<file path="src/rtl/icinv_pkg.sv">
// Package: shared outcome type and control bundle for the invalidate
// trap arbiter. Assumes the outcome order below matches the one-hot bit
// positions published on res_code.
package icinv_pkg;

    // Outcome enumeration; value = one-hot bit index on res_code.
    typedef enum logic [2:0] {
        OUT_UNDEF = 3'd0,
        OUT_NOP   = 3'd1,
        OUT_TRAP1 = 3'd2,
        OUT_TRAP2 = 3'd3,
        OUT_EXEC  = 3'd4
    } outcome_e;

    localparam int unsigned OUTCOME_N = 5;

    // Control bundle gathered from the port list.
    typedef struct packed {
        logic feat_base;
        logic feat_fgt;
        logic has_el3;
        logic el2_enabled;
        logic in_host;
        logic el1_user_cmo_en;
        logic el2_user_cmo_en;
        logic hyp_trap_pou;
        logic hyp_trap_cou;
        logic hyp_trap_general;
        logic fgt_inv_trap;
        logic el3_fgt_enable;
        logic impl_nop;
        logic impl_can_trap;
    } ctl_t;

    // True for the two trap outcomes.
    function automatic logic is_trap(outcome_e o);
        return (o == OUT_TRAP1) || (o == OUT_TRAP2);
    endfunction

endpackage

</file>
<file path="src/rtl/icinv_enc_match.sv">
// Module: compares the five system-encoding fields of a request with the
// constants of the invalidate instruction. Purely combinational; assumes
// the caller qualifies the hit with its own valid strobe.
module icinv_enc_match #(
    parameter int unsigned OP0_W = 2,
    parameter int unsigned OP1_W = 3,
    parameter int unsigned CRN_W = 4,
    parameter int unsigned CRM_W = 4,
    parameter int unsigned OP2_W = 3,
    parameter logic [OP0_W-1:0] OP0_V = 2'b01,
    parameter logic [OP1_W-1:0] OP1_V = 3'b011,
    parameter logic [CRN_W-1:0] CRN_V = 4'b0111,
    parameter logic [CRM_W-1:0] CRM_V = 4'b0101,
    parameter logic [OP2_W-1:0] OP2_V = 3'b001
) (
    input  logic [OP0_W-1:0] op0,
    input  logic [OP1_W-1:0] op1,
    input  logic [CRN_W-1:0] crn,
    input  logic [CRM_W-1:0] crm,
    input  logic [OP2_W-1:0] op2,
    output logic             hit
);
    localparam int unsigned FIELDS = 5;

    logic [FIELDS-1:0] field_eq;

    // Per-field equality, then all fields must agree.
    always_comb begin
        field_eq[0] = (op0 == OP0_V);
        field_eq[1] = (op1 == OP1_V);
        field_eq[2] = (crn == CRN_V);
        field_eq[3] = (crm == CRM_V);
        field_eq[4] = (op2 == OP2_V);
        hit         = &field_eq;
    end

endmodule

</file>
<file path="src/rtl/icinv_policy.sv">
// Module: the per-level priority chain that picks one outcome for an
// accepted invalidate. Combinational; the clock and reset serve only the
// checks placed beside the chain. Assumes the controls are stable in the
// cycle the request is sampled.
module icinv_policy
    import icinv_pkg::*;
(
    input  logic      clk,
    input  logic      rst_n,
    input  logic [1:0] el,
    input  ctl_t      ctl,
    output outcome_e  outc
);
    logic nop_locked;     // NOP that no trap may override
    logic fgt_live;       // fine-grained trap armed and gated on
    logic hyp_live;       // hypervisor traps can apply in this context
    outcome_e tail;       // result once every trap check is passed

    // Derived conditions shared by the level branches.
    always_comb begin
        nop_locked = ctl.impl_nop & ~ctl.impl_can_trap;
        fgt_live   = ctl.feat_fgt & ctl.fgt_inv_trap &
                     (~ctl.has_el3 | ctl.el3_fgt_enable);
        hyp_live   = ctl.el2_enabled;
        tail       = ctl.impl_nop ? OUT_NOP : OUT_EXEC;
    end

    // Fixed priority chain, one branch per exception level.
    always_comb begin
        outc = tail;
        if (!ctl.feat_base) begin
            outc = OUT_UNDEF;
        end else begin
            unique case (el)
                2'd0: begin
                    if (nop_locked)
                        outc = OUT_NOP;
                    else if (!ctl.in_host && !ctl.el1_user_cmo_en)
                        outc = (ctl.el2_enabled && ctl.hyp_trap_general) ? OUT_TRAP2 : OUT_TRAP1;
                    else if (hyp_live && !ctl.in_host && ctl.hyp_trap_pou)
                        outc = OUT_TRAP2;
                    else if (hyp_live && !ctl.in_host && ctl.hyp_trap_cou)
                        outc = OUT_TRAP2;
                    else if (hyp_live && !ctl.in_host && fgt_live)
                        outc = OUT_TRAP2;
                    else if (ctl.in_host && !ctl.el2_user_cmo_en)
                        outc = OUT_TRAP2;
                    else
                        outc = tail;
                end
                2'd1: begin
                    if (nop_locked)
                        outc = OUT_NOP;
                    else if (hyp_live && ctl.hyp_trap_pou)
                        outc = OUT_TRAP2;
                    else if (hyp_live && ctl.hyp_trap_cou)
                        outc = OUT_TRAP2;
                    else if (hyp_live && fgt_live)
                        outc = OUT_TRAP2;
                    else
                        outc = tail;
                end
                2'd2: begin
                    if (nop_locked)
                        outc = OUT_NOP;
                    else
                        outc = tail;
                end
                default: begin
                    outc = tail;
                end
            endcase
        end
    end

    // a missing base feature always yields UNDEF.
    assert_undef_base_R2: assert property (@(posedge clk) disable iff (!rst_n)
        (!ctl.feat_base) |-> (outc == OUT_UNDEF));

    // an untrappable NOP hint wins at every level once the feature exists.
    assert_nop_first_R3: assert property (@(posedge clk) disable iff (!rst_n)
        (ctl.feat_base && ctl.impl_nop && !ctl.impl_can_trap) |-> (outc == OUT_NOP));

    // upper levels never trap.
    assert_high_el_no_trap_R8: assert property (@(posedge clk) disable iff (!rst_n)
        (ctl.feat_base && el[1]) |-> (outc == OUT_NOP || outc == OUT_EXEC));

    // without level 2 enabled, level 1 never traps.
    assert_no_el2_no_trap_R5: assert property (@(posedge clk) disable iff (!rst_n)
        (el == 2'd1 && !ctl.el2_enabled) |-> !is_trap(outc));

endmodule

</file>
<file path="src/rtl/icinv_result_reg.sv">
// Module: registers the chosen outcome as a one-hot code with its
// exception class and a one-cycle valid pulse. Holds the last code when
// nothing is accepted. Assumes outc is meaningful whenever accept is high.
module icinv_result_reg
    import icinv_pkg::*;
#(
    parameter int unsigned        EC_W    = 6,
    parameter logic [EC_W-1:0]    TRAP_EC = 6'h18
) (
    input  logic                  clk,
    input  logic                  rst_n,
    input  logic                  accept,
    input  outcome_e              outc,
    output logic                  res_valid,
    output logic [OUTCOME_N-1:0]  res_code,
    output logic [EC_W-1:0]       res_ec
);
    logic [OUTCOME_N-1:0] code_next;

    // One-hot expansion of the outcome index.
    generate
        for (genvar gi = 0; gi < OUTCOME_N; gi++) begin : g_onehot
            assign code_next[gi] = (outc == outcome_e'(gi));
        end
    endgenerate

    // Capture the outcome on accept; otherwise drop valid and hold the code.
    always_ff @(posedge clk) begin
        if (!rst_n) begin
            res_valid <= 1'b0;
            res_code  <= '0;
            res_ec    <= '0;
        end else begin
            res_valid <= accept;
            if (accept) begin
                res_code <= code_next;
                res_ec   <= is_trap(outc) ? TRAP_EC : '0;
            end
        end
    end

    // a published outcome is exactly one-hot.
    assert_onehot_code_R10: assert property (@(posedge clk) disable iff (!rst_n)
        res_valid |-> ($countones(res_code) == 1));

    // the class is nonzero exactly on the trap bits.
    assert_ec_on_trap_R9: assert property (@(posedge clk) disable iff (!rst_n)
        res_valid |-> ((res_ec == TRAP_EC) == (res_code[2] | res_code[3])) &&
                      ((res_ec == '0) == !(res_code[2] | res_code[3])));

endmodule

</file>
<file path="src/rtl/icinv_cache_req.sv">
// Module: holds the invalidate address and scope towards the cache under
// a valid/ready handshake. Assumes no new start arrives while a request is
// still pending.
module icinv_cache_req #(
    parameter int unsigned ADDR_W = 64
) (
    input  logic              clk,
    input  logic              rst_n,
    input  logic              start,
    input  logic [ADDR_W-1:0] addr,
    output logic              inv_valid,
    input  logic              inv_ready,
    output logic [ADDR_W-1:0] inv_addr,
    output logic              inv_scope_pou
);
    // Load on start, clear once the cache takes the request.
    always_ff @(posedge clk) begin
        if (!rst_n) begin
            inv_valid <= 1'b0;
            inv_addr  <= '0;
        end else if (start) begin
            inv_valid <= 1'b1;
            inv_addr  <= addr;
        end else if (inv_valid && inv_ready) begin
            inv_valid <= 1'b0;
        end
    end

    // Every request from this block targets the point of unification.
    assign inv_scope_pou = 1'b1;

    // a stalled request keeps its address and stays valid.
    assert_hold_stall_R11: assert property (@(posedge clk) disable iff (!rst_n)
        (inv_valid && !inv_ready) |=> (inv_valid && $stable(inv_addr)));

    // the requester must not start another while one is pending.
    assert_no_overlap_R11: assert property (@(posedge clk) disable iff (!rst_n)
        (inv_valid && !inv_ready) |-> !start);

endmodule

</file>
<file path="src/rtl/icinv_trap_arbiter.sv">
// Module (top): arbiter for the instruction-cache invalidate-by-address
// system instruction. Matches the encoding, runs the level priority chain,
// registers the outcome and forwards execute requests to the cache.
// Assumes synchronous active-low reset and controls stable with the request.
module icinv_trap_arbiter
    import icinv_pkg::*;
#(
    parameter int unsigned     ADDR_W  = 64,
    parameter int unsigned     EC_W    = 6,
    parameter logic [EC_W-1:0] TRAP_EC = 6'h18
) (
    input  logic                 clk,
    input  logic                 rst_n,
    input  logic                 req_valid,
    input  logic [1:0]           req_op0,
    input  logic [2:0]           req_op1,
    input  logic [3:0]           req_crn,
    input  logic [3:0]           req_crm,
    input  logic [2:0]           req_op2,
    input  logic [ADDR_W-1:0]    req_addr,
    input  logic [1:0]           cur_el,
    input  logic                 feat_base,
    input  logic                 feat_fgt,
    input  logic                 has_el3,
    input  logic                 el2_enabled,
    input  logic                 in_host,
    input  logic                 el1_user_cmo_en,
    input  logic                 el2_user_cmo_en,
    input  logic                 hyp_trap_pou,
    input  logic                 hyp_trap_cou,
    input  logic                 hyp_trap_general,
    input  logic                 fgt_inv_trap,
    input  logic                 el3_fgt_enable,
    input  logic                 impl_nop,
    input  logic                 impl_can_trap,
    output logic                 res_valid,
    output logic [OUTCOME_N-1:0] res_code,
    output logic [EC_W-1:0]      res_ec,
    output logic                 inv_valid,
    input  logic                 inv_ready,
    output logic [ADDR_W-1:0]    inv_addr,
    output logic                 inv_scope_pou
);
    logic     enc_hit;
    logic     accept;
    logic     exec_start;
    ctl_t     ctl;
    outcome_e outc;

    // Gather the control ports into one bundle.
    always_comb begin
        ctl.feat_base        = feat_base;
        ctl.feat_fgt         = feat_fgt;
        ctl.has_el3          = has_el3;
        ctl.el2_enabled      = el2_enabled;
        ctl.in_host          = in_host;
        ctl.el1_user_cmo_en  = el1_user_cmo_en;
        ctl.el2_user_cmo_en  = el2_user_cmo_en;
        ctl.hyp_trap_pou     = hyp_trap_pou;
        ctl.hyp_trap_cou     = hyp_trap_cou;
        ctl.hyp_trap_general = hyp_trap_general;
        ctl.fgt_inv_trap     = fgt_inv_trap;
        ctl.el3_fgt_enable   = el3_fgt_enable;
        ctl.impl_nop         = impl_nop;
        ctl.impl_can_trap    = impl_can_trap;
    end

    icinv_enc_match u_match (
        .op0 (req_op0),
        .op1 (req_op1),
        .crn (req_crn),
        .crm (req_crm),
        .op2 (req_op2),
        .hit (enc_hit)
    );

    icinv_policy u_policy (
        .clk   (clk),
        .rst_n (rst_n),
        .el    (cur_el),
        .ctl   (ctl),
        .outc  (outc)
    );

    // Qualify the request and pick out execute outcomes.
    assign accept     = req_valid & enc_hit;
    assign exec_start = accept & (outc == OUT_EXEC);

    icinv_result_reg #(
        .EC_W    (EC_W),
        .TRAP_EC (TRAP_EC)
    ) u_result (
        .clk       (clk),
        .rst_n     (rst_n),
        .accept    (accept),
        .outc      (outc),
        .res_valid (res_valid),
        .res_code  (res_code),
        .res_ec    (res_ec)
    );

    icinv_cache_req #(
        .ADDR_W (ADDR_W)
    ) u_cache (
        .clk           (clk),
        .rst_n         (rst_n),
        .start         (exec_start),
        .addr          (req_addr),
        .inv_valid     (inv_valid),
        .inv_ready     (inv_ready),
        .inv_addr      (inv_addr),
        .inv_scope_pou (inv_scope_pou)
    );

    // a non-matching request publishes nothing and keeps the old code.
    assert_mismatch_quiet_R1: assert property (@(posedge clk) disable iff (!rst_n)
        (req_valid && !enc_hit) |=> (!res_valid && $stable(res_code)));

    // the cache request rises together with an EXEC outcome.
    assert_exec_pairs_R11: assert property (@(posedge clk) disable iff (!rst_n)
        (res_valid && res_code[4]) |-> inv_valid);

endmodule

</file>
<file path="config.mk">
export PLATFORM = sky130hd
export DESIGN_NAME = icinv_trap_arbiter
export DESIGN_NICKNAME = d
export VERILOG_FILES = /design/src/rtl/icinv_pkg.sv /design/src/rtl/icinv_enc_match.sv /design/src/rtl/icinv_policy.sv /design/src/rtl/icinv_result_reg.sv /design/src/rtl/icinv_cache_req.sv /design/src/rtl/icinv_trap_arbiter.sv
export SDC_FILE = /design/constraint.sdc
export NUM_CORES = 1
export LEC_CHECK = 0
export BUFFER_PORTS_ARGS = -buffer_cell sky130_fd_sc_hd__buf_2
export CAP_MARGIN = 20
export CELL_PAD_IN_SITES_DETAIL_PLACEMENT = 1
export CELL_PAD_IN_SITES_GLOBAL_PLACEMENT = 1
export CORE_ASPECT_RATIO = 1.75
export CORE_MARGIN = 8
export CORE_UTILIZATION = 31
export DETAILED_ROUTE_END_ITERATION = 8
export GPL_TIMING_DRIVEN = 0
export PLACE_DENSITY_LB_ADDON = 0.08
export SETUP_SLACK_MARGIN = 0.2
export SYNTH_ARGS = -nofsm -noshare
export SYNTH_HDL_FRONTEND = slang
export SYNTH_SLANG_ARGS = --single-unit
</file>
<file path="constraint.sdc">
create_clock -name clk -period 2.76 [get_ports clk]
set_input_delay 0.276 -clock clk [delete_from_list [all_inputs] [get_ports clk]]
set_output_delay 0.276 -clock clk [all_outputs]
set_load 0.05 [all_outputs]
</file>
Yosys cells after proc, flatten, opt, wreduce, memory -nomap -nowiden
Cells that the tools add are included.
{"block": "totals", "register_bits": 77, "inputBits": 100, "wordCells": 61, "output_inout_bits": 78}
{"block": "classes", "bitwise": 8, "eq_ne": 11, "muxes": 18, "n_reduce_logical": 19}
{"cell": "2-to-1 mux 3 bit", "n": 13}
{"cell": "logical AND 1 bit", "n": 11}
{"cell": "equality test 3 x 2 -> 1 bit, second input constant", "n": 3}
{"cell": "case mux 3 bit (3 select lines)", "n": 1}
{"cell": "equality test 4 x 3 -> 1 bit, second input constant", "n": 2}
{"cell": "equality test 3 x 1 -> 1 bit, second input constant", "n": 2}
{"cell": "AND 1 bit", "n": 5}
{"cell": "2-to-1 mux 5 bit", "n": 1}
{"cell": "AND reduction 5 bit", "n": 1}
{"cell": "equality test 2 x 1 -> 1 bit, second input constant", "n": 2}
{"cell": "equality test 3 bit, second input constant", "n": 1}
{"cell": "logical NOT 1 bit", "n": 3}
{"cell": "logical NOT 3 bit", "n": 1}
{"cell": "2-to-1 mux 1 bit", "n": 3}
{"cell": "equality test 2 bit, second input constant", "n": 1}
{"cell": "logical NOT 2 bit", "n": 1}
{"cell": "inverter 1 bit", "n": 2}
{"cell": "nonzero test 2 bit", "n": 1}
{"cell": "logical OR 1 bit", "n": 1}
{"cell": "bitwise OR 1 bit", "n": 1}

Depth between registers and ports, before layout
Gate-level depths: netlist of the first run.
{"block": "logic_depth", "depth_word": 14, "mapped_depth": 8, "ltp_nobuf": 5}

Modules after synthesis
A second synthesis of the first run with hierarchy kept.
{"block": "unflattened", "cells_unflattened": 279, "hier_area_um2": 3049.2}
{"module": "icinv_cache_req", "seq_area_each_um2": 1301.2, "instances": 1, "area_each_um2": 2508.7, "cells_each": 211}
{"module": "icinv_result_reg", "seq_area_each_um2": 140.1, "instances": 1, "area_each_um2": 322.8, "cells_each": 34}
{"module": "icinv_policy", "seq_area_each_um2": 0.0, "instances": 1, "area_each_um2": 147.6, "cells_each": 26}
{"module": "icinv_enc_match", "seq_area_each_um2": 0.0, "instances": 1, "area_each_um2": 51.3, "cells_each": 5}
{"module": "icinv_trap_arbiter", "seq_area_each_um2": 0.0, "instances": 1, "area_each_um2": 18.8, "cells_each": 3}

Worst setup path before layout of the first run
No wires, ideal clock.
{"block": "synth_timing", "kind": "input to register", "start": "input req_op2[2]", "end": "register u_cache.inv_addr[0]", "cell_stages": 8, "required_time_ns": 2.688, "slack_ns": 0.683, "setup_ns": 0.072, "n_path_buf": 3, "t_arrival_ns": 2.005, "path_cell_list": "nand4bb_1 or4_4 nor4_4 and3_1 buf_4 buf_12 buf_12 mux2i_1"}
{"block": "synth_via", "elab_chain_cells": 4}
{"item": "start: declaration", "line_no": "icinv_trap_arbiter.sv:19", "text": "input logic [2:0] req_op2,"}
{"item": "equality test 3 x 1 -> 1 bit", "line_no": "icinv_enc_match.sv:33", "text": "field_eq[4] = (op2 == OP2_V);"}
{"item": "AND reduction 5 bit", "line_no": "icinv_enc_match.sv:34", "text": "hit = &field_eq;"}
{"item": "AND 1 bit", "line_no": "icinv_trap_arbiter.sv:86", "text": "assign accept = req_valid & enc_hit;"}
{"item": "AND 1 bit", "line_no": "icinv_trap_arbiter.sv:87", "text": "assign exec_start = accept & (outc == OUT_EXEC);"}
{"item": "end signal: assignment", "line_no": "icinv_cache_req.sv:23", "text": "inv_addr <= addr;"}
{"item": "end: declaration", "line_no": "icinv_cache_req.sv:13", "text": "output logic [ADDR_W-1:0] inv_addr,"}
Every way passes these cells.
A chain may end at the register's enable or synchronous reset.

Worst setup path in the final report of the first run
{"block": "layout_timing", "start": "input req_op2[2]", "end": "register u_cache.inv_addr[2]"}
The elaborated chain is that of the path after synthesis.

==> reports/results.txt, run 1 <==
Pint = 1844 µW
Clock Latency Late Sink = 0.33 ns
Power density cells = 528.3 nW/µm²
Hold WC Path Type = input port to flip-flop
Post-synthesis area per instance = 9.017 µm²
Primary FF master, synth = dfxtp_1
Run status = complete, no violations
Global-route wire length before repair = 16770 µm
Number of remaining DRC errors = 0
Hold slack = 0.1892 ns
Layout net count = 638
Critical R2R Capture = u_cache.inv_valid
Asr flop ratio synth = 0%
Number of synthesized flops with an enable pin = 0
Worst slew margin = 58.52%
Critical-path maximum fanout = 10
IO Pins = 178
Yosys cell types = 33
N_diodes = 0
Netlist Area Pre-Place = 3183 µm²
Worst-path clk slew = 0.06 ns
Initial Utilization = 31.47%
Cts hold-fix bufs = 0
Final ANT Viol Nets = 0
Net Sw Frac = 22.57%
Critical Path End = u_cache.inv_addr[2]
CTS tree = yes
Leakage = 0.002082 µW
Die area = 13890 µm²
Setup tns final = 0 ns
Setup WS pre-CTS = 0.2631 ns
Clk pwr share = 48.5%
Ranking of synthesized cells by area = dfxtp_1 45%, mux2i_1 20%, nand2_1 16%
Comb pwr share = 7.9%
H-tree depth = 3
CTS root buf = clkbuf_16
Final critical-path required period = 2.109 ns
DRT Pass-1 Iters = 4
Worst Setup Path Type = input port to flip-flop
Final core occ = 44.56%
Worst Path Arrival = 2.36 ns
Setup crit start kind = input port
Setup crit start = req_op2[2]
Via-per-instance ratio = 4.588
Yosys top cell area share = 45.28%
YS warnings = 0
Gpl congestion = 0.7752
Worst Setup End Kind = flip-flop
Max Slew Vio Count = 0
VDD IR-drop max = 0.0002923 V
Synth Register Bits = 72
Top cell type by total area after synthesis = dfxtp_1
Register area share after synthesis = 45.28%
Vias in the first global route = 3478
Final Non-Filler Cells = 670
Cells after DPL = 654
Final worst setup slack = 0.6507 ns
Initial antenna violation count = 0
Sink Count = 72
Layout Skew = 0 ns
Maxcap violations = 0
Period Utilization, post-route = 76.42%
Reg-to-Reg Start = u_cache.inv_valid
Chip Height = 150.0 µm
Drt initial violations = 29
Post-cts sizing count = 0
Post-DR wirelength/cell = 15.94 µm
Unrepaired setup endpoints after global routing = false
CTS buffer count = 9
GRT Resource Usage Total = 15.29%
Post-synthesis cell count = 353
Syn-to-layout area delta = 41.63%
R2R depth = 2
Critical Path RT = 3.01 ns
Row count = 49
Port Buffers = 171
NetSw = 537.5 µW
Final wirelength = 10680 µm
Core box area = 10120 µm²
Final setup vio count = 0
Die boundary width = 92.60 µm
Hpwl dp = 8779 µm
Final hold viol count = 0
Max Fclk = 474.1 MHz
Largest net degree at the start of global routing = 13
Register share of total power = 43.6%
Worst-Margin Slew = 0.6180 ns
Clock Tree Buf Depth = 2
Layout cell share with drive strength beyond 1 = 37.20%
Worst R2R Setup Slack = 2.07 ns
Postcts setup bufs = 0
Detailed-route via count = 3074
GRT overflow = 0
worst max-delay path, stage by stage:
cell and delay, ns:
buf_2 0.09, nand4bb_1 0.20, or4_4 0.52, nor4_4 0.37, and3_1 0.25, buf_4 0.14
buf_12 0.15, buf_12 0.15, mux2i_1 0.20
logic make-up (layout without fill, tap and decap cells):
family | Yosys count | after routing | share of synthesized area [%]
AND/OR/NAND/NOR | 163 | 163 | 22.01
flip-flops | 72 | 72 | 45.28
multiplexers | 65 | 65 | 20.44
buffers and inverters | 34 | 221 | 7.626
AO/OA/AOI/OAI | 17 | 17 | 4.402
other | 2 | 5 | 0.2359
cell usage after synthesis (all sizes together) (2+ instances only):
master	number
a221o	2
a32o	2
buf	14
clkbuf	15
conb	2
dfxtp	72
inv	5
mux2i	65
nand2	135
nand2b	5
nand3	3
nand4b	2
nor2	7
nor2b	2
nor4bb	2
o21a	2
o22ai	2
or4	3
registers in the layout, indices dropped and copies added (netlist names):
name,cells
u_result.res_ec,1
u_result.res_valid,1
u_cache.inv_valid,1
u_cache.inv_addr,64
u_result.res_code,5
metal layers:
layer	up-vias	part of all wire (%)	routed length (µm)	GRT usage, %
li1	1526	-	-	-
met1	1433	37	3911	14.19
met2	104	55	5850	29.37
met3	11	7.1	757	5.575
met4	0	1.5	158	5.515
met5	-	0	0	0
power by group through the flow:
stage	combinational (µW)	clock (µW)	sequential [µW]
2_1_floorplan	90.7	0	1060
3_3_place_gp	186	0	1060
3_5_place_dp	191	0	1060
4_1_cts	192	1190	1040
5_1_grt	210	1240	1040
6_report	188	1150	1040
cell usage in the layout (no fill, tap or decap), types with 3 or more instances in the layout:
cell type	instances
nand2b_1	5
clkbuf_16	9
nand2_1	135
mux2i_1	65
nor2_1	7
buf_2	171
buf_4	9
dfxtp_1	72
inv_1	5
clkbuf_1	16
conb_1	5
nand3_1	3
buf_12	5
worst min path at each step:
stage | startpoint | endpoint | slack [ns] | depth (start not counted)
global route | req_addr[44] | u_cache.inv_addr[44] | 0.18 | 3
finish | req_addr[40] | u_cache.inv_addr[40] | 0.19 | 3
detailed placement | u_cache.inv_addr[17] | u_cache.inv_addr[17] | 0.45 | 2
global placement | u_cache.inv_addr[8] | u_cache.inv_addr[8] | 0.44 | 2
CTS | req_addr[42] | u_cache.inv_addr[42] | 0.17 | 3
floorplan | req_addr[0] | u_cache.inv_addr[0] | 0.42 | 2
per-stage QoR:
stage,power (µW),instance area [µm²]
3_3_place_gp,1248,4209
3_5_place_dp,1253,4209
4_1_cts,2423,4508
2_1_floorplan,1153,3194
6_report,2381,4508
5_1_grt,2484,4508
area by class of cell:
class | count | area, µm²
fill | 1279 | 5608
multi-input combinational | 250 | 1510
sequential | 72 | 1441
timing repair buffer | 171 | 855.8
clock buffer | 11 | 242.7
buffer | 29 | 224.0
tap | 127 | 158.9
clock inverter | 5 | 56.30
inverter | 5 | 18.77
No activity file was read; power rests on OpenSTA's default activity.
==> run 2: changes to the inputs <==
- ABC_AREA: unset -> 1
- CORE_UTILIZATION: 31 -> 26
- clock period: 2.76 -> 1.8 ns (I/O delays scaled with it)
==> reports/results.txt, run 2 <==
Final critical-path required period = 1.352 ns
H-tree depth = 3 (unchanged)
Detailed-route via count = 3395 (+10%)
Max Slew Vio Count = 0 (unchanged)
Chip Height = 159.2 µm (+6.1%)
Setup crit start kind = input port
Post-DR wirelength/cell = 16.12 µm (+1.2%)
Leakage = 0.002040 µW (-2.0%)
Final core occ = 38.40% (-6.2 points)
Maxcap violations = 0 (unchanged)
Layout net count = 688 (+7.8%)
Layout cell share with drive strength beyond 1 = 38.45% (+1.2 points)
Sink Count = 72 (unchanged)
Initial antenna violation count = 0 (unchanged)
Asr flop ratio synth = 0% (unchanged)
Max Fclk = 739.6 MHz
Critical-path maximum fanout = 10 (unchanged)
Post-synthesis area per instance = 7.582 µm² (-16%)
Final worst setup slack = 0.4480 ns (-0.2027 ns)
Core box area = 11520 µm² (+14%)
Post-cts sizing count = 0 (unchanged)
Biggest regs = u_cache.inv_addr x64, u_result.res_code x5
Placed Area = 4089 µm² (-2.9%)
Commonest cells in the netlist = 101 x nand2_1, 72 x a21oi_1, 72 x dfxtp_1
GRT Resource Usage Total = 14.96% (-0.33 points)
Final setup vio count = 0 (unchanged)
CTS tree = yes
Layout Skew = 0 ns (unchanged)
Via-per-instance ratio = 4.663 (+1.6%)
Largest reg by FF count = u_cache.inv_addr
Final wirelength = 11740 µm (+9.9%)
Worst Setup Path Type = input port to flip-flop
Max reg flops = 64 (unchanged)
Clock Latency Late Sink = 0.33 ns (about the same)
Yosys top cell area share = 47.29% (+2.0 points)
Global-route wire length before repair = 18750 µm (+12%)
Hpwl dp = 9475 µm (+7.9%)
Die boundary width = 97.85 µm (+5.7%)
Setup WS pre-CTS = 0.02789 ns (-0.2353 ns)
Final instance area = 4422 µm² (-1.9%)
Number of remaining DRC errors = 0 (unchanged)
Setup crit start = el3_fgt_enable
Top cell type by total area after synthesis = dfxtp_1
Worst-Margin Slew = 0.5012 ns (-0.1168 ns)
Post-synthesis cell count = 402 (+14%)
Crit-path slowest cell = buf_2
Power density cells = 873.1 nW/µm² (+65%)
N_diodes = 0 (unchanged)
Critical Path RT = 2.05 ns (-0.96 ns)
Unrepaired setup endpoints after global routing = false
Reg-to-Reg Start = u_cache.inv_valid
Clock Tree Buf Depth = 2 (unchanged)
YS warnings = 0 (unchanged)
Port Buffers = 172 (+0.58%)
# fillers = 1481 (+16%)
CTS root buf = clkbuf_16
Setup tns final = 0 ns (unchanged)
Number of synthesized flops with an enable pin = 0 (unchanged)
Hold slack = 0.06606 ns (-0.1231 ns)
Register area share after synthesis = 47.29% (+2.0 points)
Run status = complete, no violations
Vias in the first global route = 3734 (+7.4%)
Largest net degree at the start of global routing = 13 (unchanged)
DRT Pass-1 Iters = 6 (+2)
Hold Crit Start = rst_n
Synth Register Bits = 72 (unchanged)
Worst-path clk slew = 0.05 ns (about the same)
VDD IR-drop max = 0.0004242 V (+45%)
CTS buffer count = 9 (unchanged)
Ranking of synthesized cells by area = dfxtp_1 47%, nand2_1 12%, a21oi_1 12%
Most frequent cells in the layout = 181 x buf_2, 101 x nand2_1, 72 x a21oi_1, 72 x dfxtp_1, 60 x nand3_1
GRT overflow = 0 (unchanged)
Final hold viol count = 0 (unchanged)
Final ANT Viol Nets = 0 (unchanged)
Largest stage delay, worst path = 0.24 ns (-0.28 ns)
Buffers & Inverters on Critical Path = 5 (+1)
Worst Setup End Kind = flip-flop
Cts hold-fix bufs = 0 (unchanged)
Top delay family on crit path = simple AND/OR/NAND/NOR gates
Commonest non-fill, non-tap cell in the layout = buf_2
Worst Path Arrival = 1.60 ns (-0.76 ns)
Drt initial violations = 66 (+130%)
Primary FF master, synth = dfxtp_1
IO Pins = 178 (unchanged)
Crit path cell chain = buf_2 -> inv_1 -> nand2_1 -> nand2_1 -> nand2_1 -> nand2_1 -> nand4_1 -> nand2_1 -> nand2_1 -> inv_2 -> buf_4 -> buf_2 -> nand3_1 -> a21oi_1
Hold WC Path Type = input port to flip-flop
Crit path top cell by count = nand2_1
Die area = 15580 µm² (+12%)
Netlist Area Pre-Place = 3048 µm² (-4.2%)
Count leader, synth = nand2_1
Worst slew margin = 66.59% (+8.1 points)
Yosys cell types = 22 (-33%)
Period Utilization, post-route = 75.11%
Row count = 52 (+6.1%)
Postcts setup bufs = 0 (unchanged)
Syn-to-layout area delta = 45.07%
Gpl congestion = 0.7555 (-2.5%)
Initial Utilization = 26.47% (-5.0 points)
run 2: cell types whose count changed after synthesis, sizes merged, moves of 3 or more:
cell    previous run  this run
mux2i             65         0
or4                3         0
inv                5        20
nand2            135       102
nor2               7        15
nand2b             5         0
buf               14        27
nor3               0         3
a21oi              1        73
nand4              0         7
nand3              3        68
clkbuf            15         7
run 2: cells by family after synthesis:
logic type | synth area share [%]
and+or+nand+nor | 30.05
buffers and inverters | 9.975
AOI/OAI and AO/OA | 12.44
DFF | 47.29
other | 0.2464
run 2: path summary, 6_finish.rpt:
path,endpoint,slack [ns],cells after the start
setup / recovery,u_cache.inv_addr[38],0.45,14
hold / removal,u_cache.inv_valid,0.07,3
setup reg to reg,u_cache.inv_valid,1.10,4
hold reg to reg,u_cache.inv_addr[20],0.46,2
run 2: worst register-to-register path: cells and delay by family (launching register included):
kind	cells	cell delay [ns]
compound gates	1	0.17
simple gates	1	0.07
flops	1	0.33
buf+inv	2	0.09
run 2: per-stage QoR:
stage / cells / power [µW]
finish: 728 / 3861
floorplan: 405 / 1765
detailed placement: 712 / 1930
CTS: 728 / 3938
global placement: 712 / 1926
global route: 728 / 4033
run 2: power breakdown:
| group | switching (µW) | internal, µW |
|---|---|---|
| sequential | 0.00185 | 1590 |
| clock | 681 | 1290 |
| combinational | 174 | 120 |
| total | 855 | 3010 |
run 2: cell type report:
| class | instances | area (µm²) | area share (%) |
|---|---|---|---|
| sequential | 72 | 1441 | 32.60 |
| timing repair buffer | 172 | 860.8 | 19.47 |
| buffer | 34 | 229.0 | 5.178 |
| clock buffer | 12 | 256.5 | 5.801 |
| tap | 135 | 168.9 | 3.820 |
| multi-input combinational | 279 | 1314 | 29.71 |
| inverter | 20 | 75.07 | 1.698 |
| clock inverter | 4 | 76.32 | 1.726 |
run 2: metal layers:
metal  vias up  track usage, %  part of all wire [%]
met1      1584           14.11                    37
met3        11           5.210                   6.1
met5         -               0                     0
met2       105           28.87                    56
li1       1695               -                     -
met4         0           4.711                   1.4
==> run 3: changes to the inputs <==
- ABC_AREA: 1 -> 0
- CORE_UTILIZATION: 26 -> 28
- clock period: 1.8 -> 1.2 ns (I/O delays scaled with it)
==> reports/results.txt, run 3 (synthesis results as in run 1) <==
Met3 routed WL = 972 µm (+36%)
Worst Setup Path Type = input port to flip-flop
CTS buffer count = 9 (unchanged)
Final wirelength = 11440 µm (-2.5%)
Port Buffers = 171 (-0.58%)
Largest reg by FF count = u_cache.inv_addr
Footprint of the multi-input gates = 1569 µm² (+19%)
Gpl congestion = 0.7430 (-1.7%)
Period Utilization, post-route = 147.6%
Largest net degree at the start of global routing = 13 (unchanged)
Clock Tree Buf Depth = 2 (unchanged)
Chip Height = 157.0 µm (-1.4%)
Met2 WL = 6357 µm (-2.6%)
Row count = 51 (-1.9%)
Initial antenna violation count = 1 (+1)
Global-route wire length before repair = 17350 µm (-7.4%)
Final setup vio count = 71 (+71)
Max Fclk = 564.5 MHz
Final hold viol count = 0 (unchanged)
VDD IR-drop max = 0.0007028 V (+66%)
Power density cells = 1150 nW/µm² (+32%)
Worst Setup End Kind = flip-flop
Sink Count = 72 (unchanged)
Syn-to-layout area delta = 63.91%
CTS tree = yes
Critical-path maximum fanout = 10 (unchanged)
Post-DR wirelength/cell = 16.78 µm (+4.1%)
Maxcap violations = 0 (unchanged)
Vias in the first global route = 3427 (-8.2%)
Biggest regs = u_cache.inv_addr x64, u_result.res_code x5
Initial Utilization = 28.67% (+2.2 points)
Drt initial violations = 47 (-29%)
Worst Path Arrival = 2.02 ns (+0.42 ns)
Layout cell share with drive strength beyond 1 = 46.63% (+8.2 points)
Cts hold-fix bufs = 0 (unchanged)
Max reg flops = 64 (unchanged)
Run status = complete, but fails checks
Max Slew Vio Count = 0 (unchanged)
Hold WC Path Type = input port to flip-flop
Worst R2R Setup Slack = 0.50 ns (-0.60 ns)
Commonest non-fill, non-tap cell in the layout = nand2_1
Final worst setup slack = -0.5715 ns (-1.019 ns)
Critical R2R Capture = u_result.res_code[4]
Number of remaining DRC errors = 0 (unchanged)
Leakage = 0.002218 µW (+8.7%)
Via-per-instance ratio = 4.622 (-0.90%)
Critical Path RT = 1.44 ns (-0.61 ns)
Layout Skew = 0 ns (unchanged)
Storage element area = 1491 µm² (+3.5%)
Final core occ = 46.99% (+8.6 points)
GRT overflow = 0 (unchanged)
IO Pins = 178 (unchanged)
Unrepaired setup endpoints after global routing = true
Hpwl dp = 8978 µm (-5.2%)
H-tree depth = 3 (unchanged)
Die area = 15170 µm² (-2.6%)
Core box area = 11100 µm² (-3.6%)
Clock Latency Late Sink = 0.32 ns (about the same)
Critical Path End = u_cache.inv_addr[53]
GRT Resource Usage Total = 14.93% (-0.030 points)
Worst slew margin = 53.07% (-14 points)
# fillers = 1330 (-10%)
DRT Pass-1 Iters = 4 (-2)
Top layer in use = met4
Layout net count = 644 (-6.4%)
Worst-path clk slew = 0.06 ns (about the same)
Die boundary width = 96.60 µm (-1.3%)
Met1 WL = 3900 µm (-10%)
Final ANT Viol Nets = 0 (unchanged)
Final critical-path required period = 1.771 ns
Failing checks = negative setup slack
R2R depth = 2 (-2)
Most frequent cells in the layout = 135 x nand2_1, 97 x buf_2, 72 x buf_6, 65 x mux2i_1, 40 x dfxtp_2
Detailed-route via count = 3152 (-7.2%)
Setup crit start kind = input port
Reg-to-Reg Start = u_result.res_code[4]
CTS root buf = clkbuf_16
Worst-Margin Slew = 0.6998 ns (+0.1985 ns)
Pwr Total = 6002 µW (+55%)
Setup crit start = req_op2[2]
[run 3: layer usage]
metal  up-vias  global-route usage, %
li1       1540                      -
met1      1493                  14.41
met2       107                  27.46
met3        12                  4.721
met4         0                  6.604
met5         -                      0
[run 3: where the power goes]
group          internal [µW]  leakage [µW]  switching (µW)
combinational            196       0.00145             255
sequential              2390      0.000600         0.00333
clock                   2140      0.000172            1020
[run 3: through the flow]
step	hold slack [ns]	worst slack (ns)	instance area (µm²)	setup TNS (ns)	std cells
floorplan	0.2622	-0.7195	3196	-46.82	356
global placement	0.3678	-1.096	4217	-72.86	659
detailed placement	0.3754	-1.151	4217	-75.29	659
CTS	0.01967	-0.6473	5030	-40.47	681
global route	0.01966	-0.6536	5218	-40.76	682
finish	0.02842	-0.5715	5218	-35.10	682
[run 3: layout make-up]
type / instances / share of cell area, %
diodes: 1 / 0.04796
plain buffers: 29 / 4.436
clock buffers: 11 / 4.844
clock inverters: 5 / 1.966
inverters: 5 / 0.3597
multi-input cells: 250 / 30.07
flip-flops and latches: 72 / 28.59
well taps: 132 / 3.165
repair buffers: 177 / 26.52
[run 3: timing repair]
action / CTS / global route
buffers inserted: 5 / 0
pin swaps: 2 / 2
setup endpoints to repair: 144 / 126
gates resized for setup: 129 / 69
cloned: 1 / 0
[run 3: how the worst min path moves through the flow]
stage / startpoint / to / slack (ns) / depth (start not counted)
floorplan: req_addr[14] / u_cache.inv_addr[14] / 0.26 / 2
global placement: req_addr[45] / u_cache.inv_addr[45] / 0.37 / 3
detailed placement: req_addr[54] / u_cache.inv_addr[54] / 0.38 / 3
CTS: req_addr[8] / u_cache.inv_addr[8] / 0.02 / 3
global route: req_addr[26] / u_cache.inv_addr[26] / 0.02 / 3
finish: req_addr[5] / u_cache.inv_addr[5] / 0.03 / 3
[run 3: worst max-delay path, cell delays in order]
cell and delay, ns:
buf_6 0.09, nand4bb_4 0.21, or4_4 0.51, nor4_4 0.25, and3_4 0.24, buf_6 0.11, buf_12 0.14, buf_12 0.15
mux2i_1 0.19
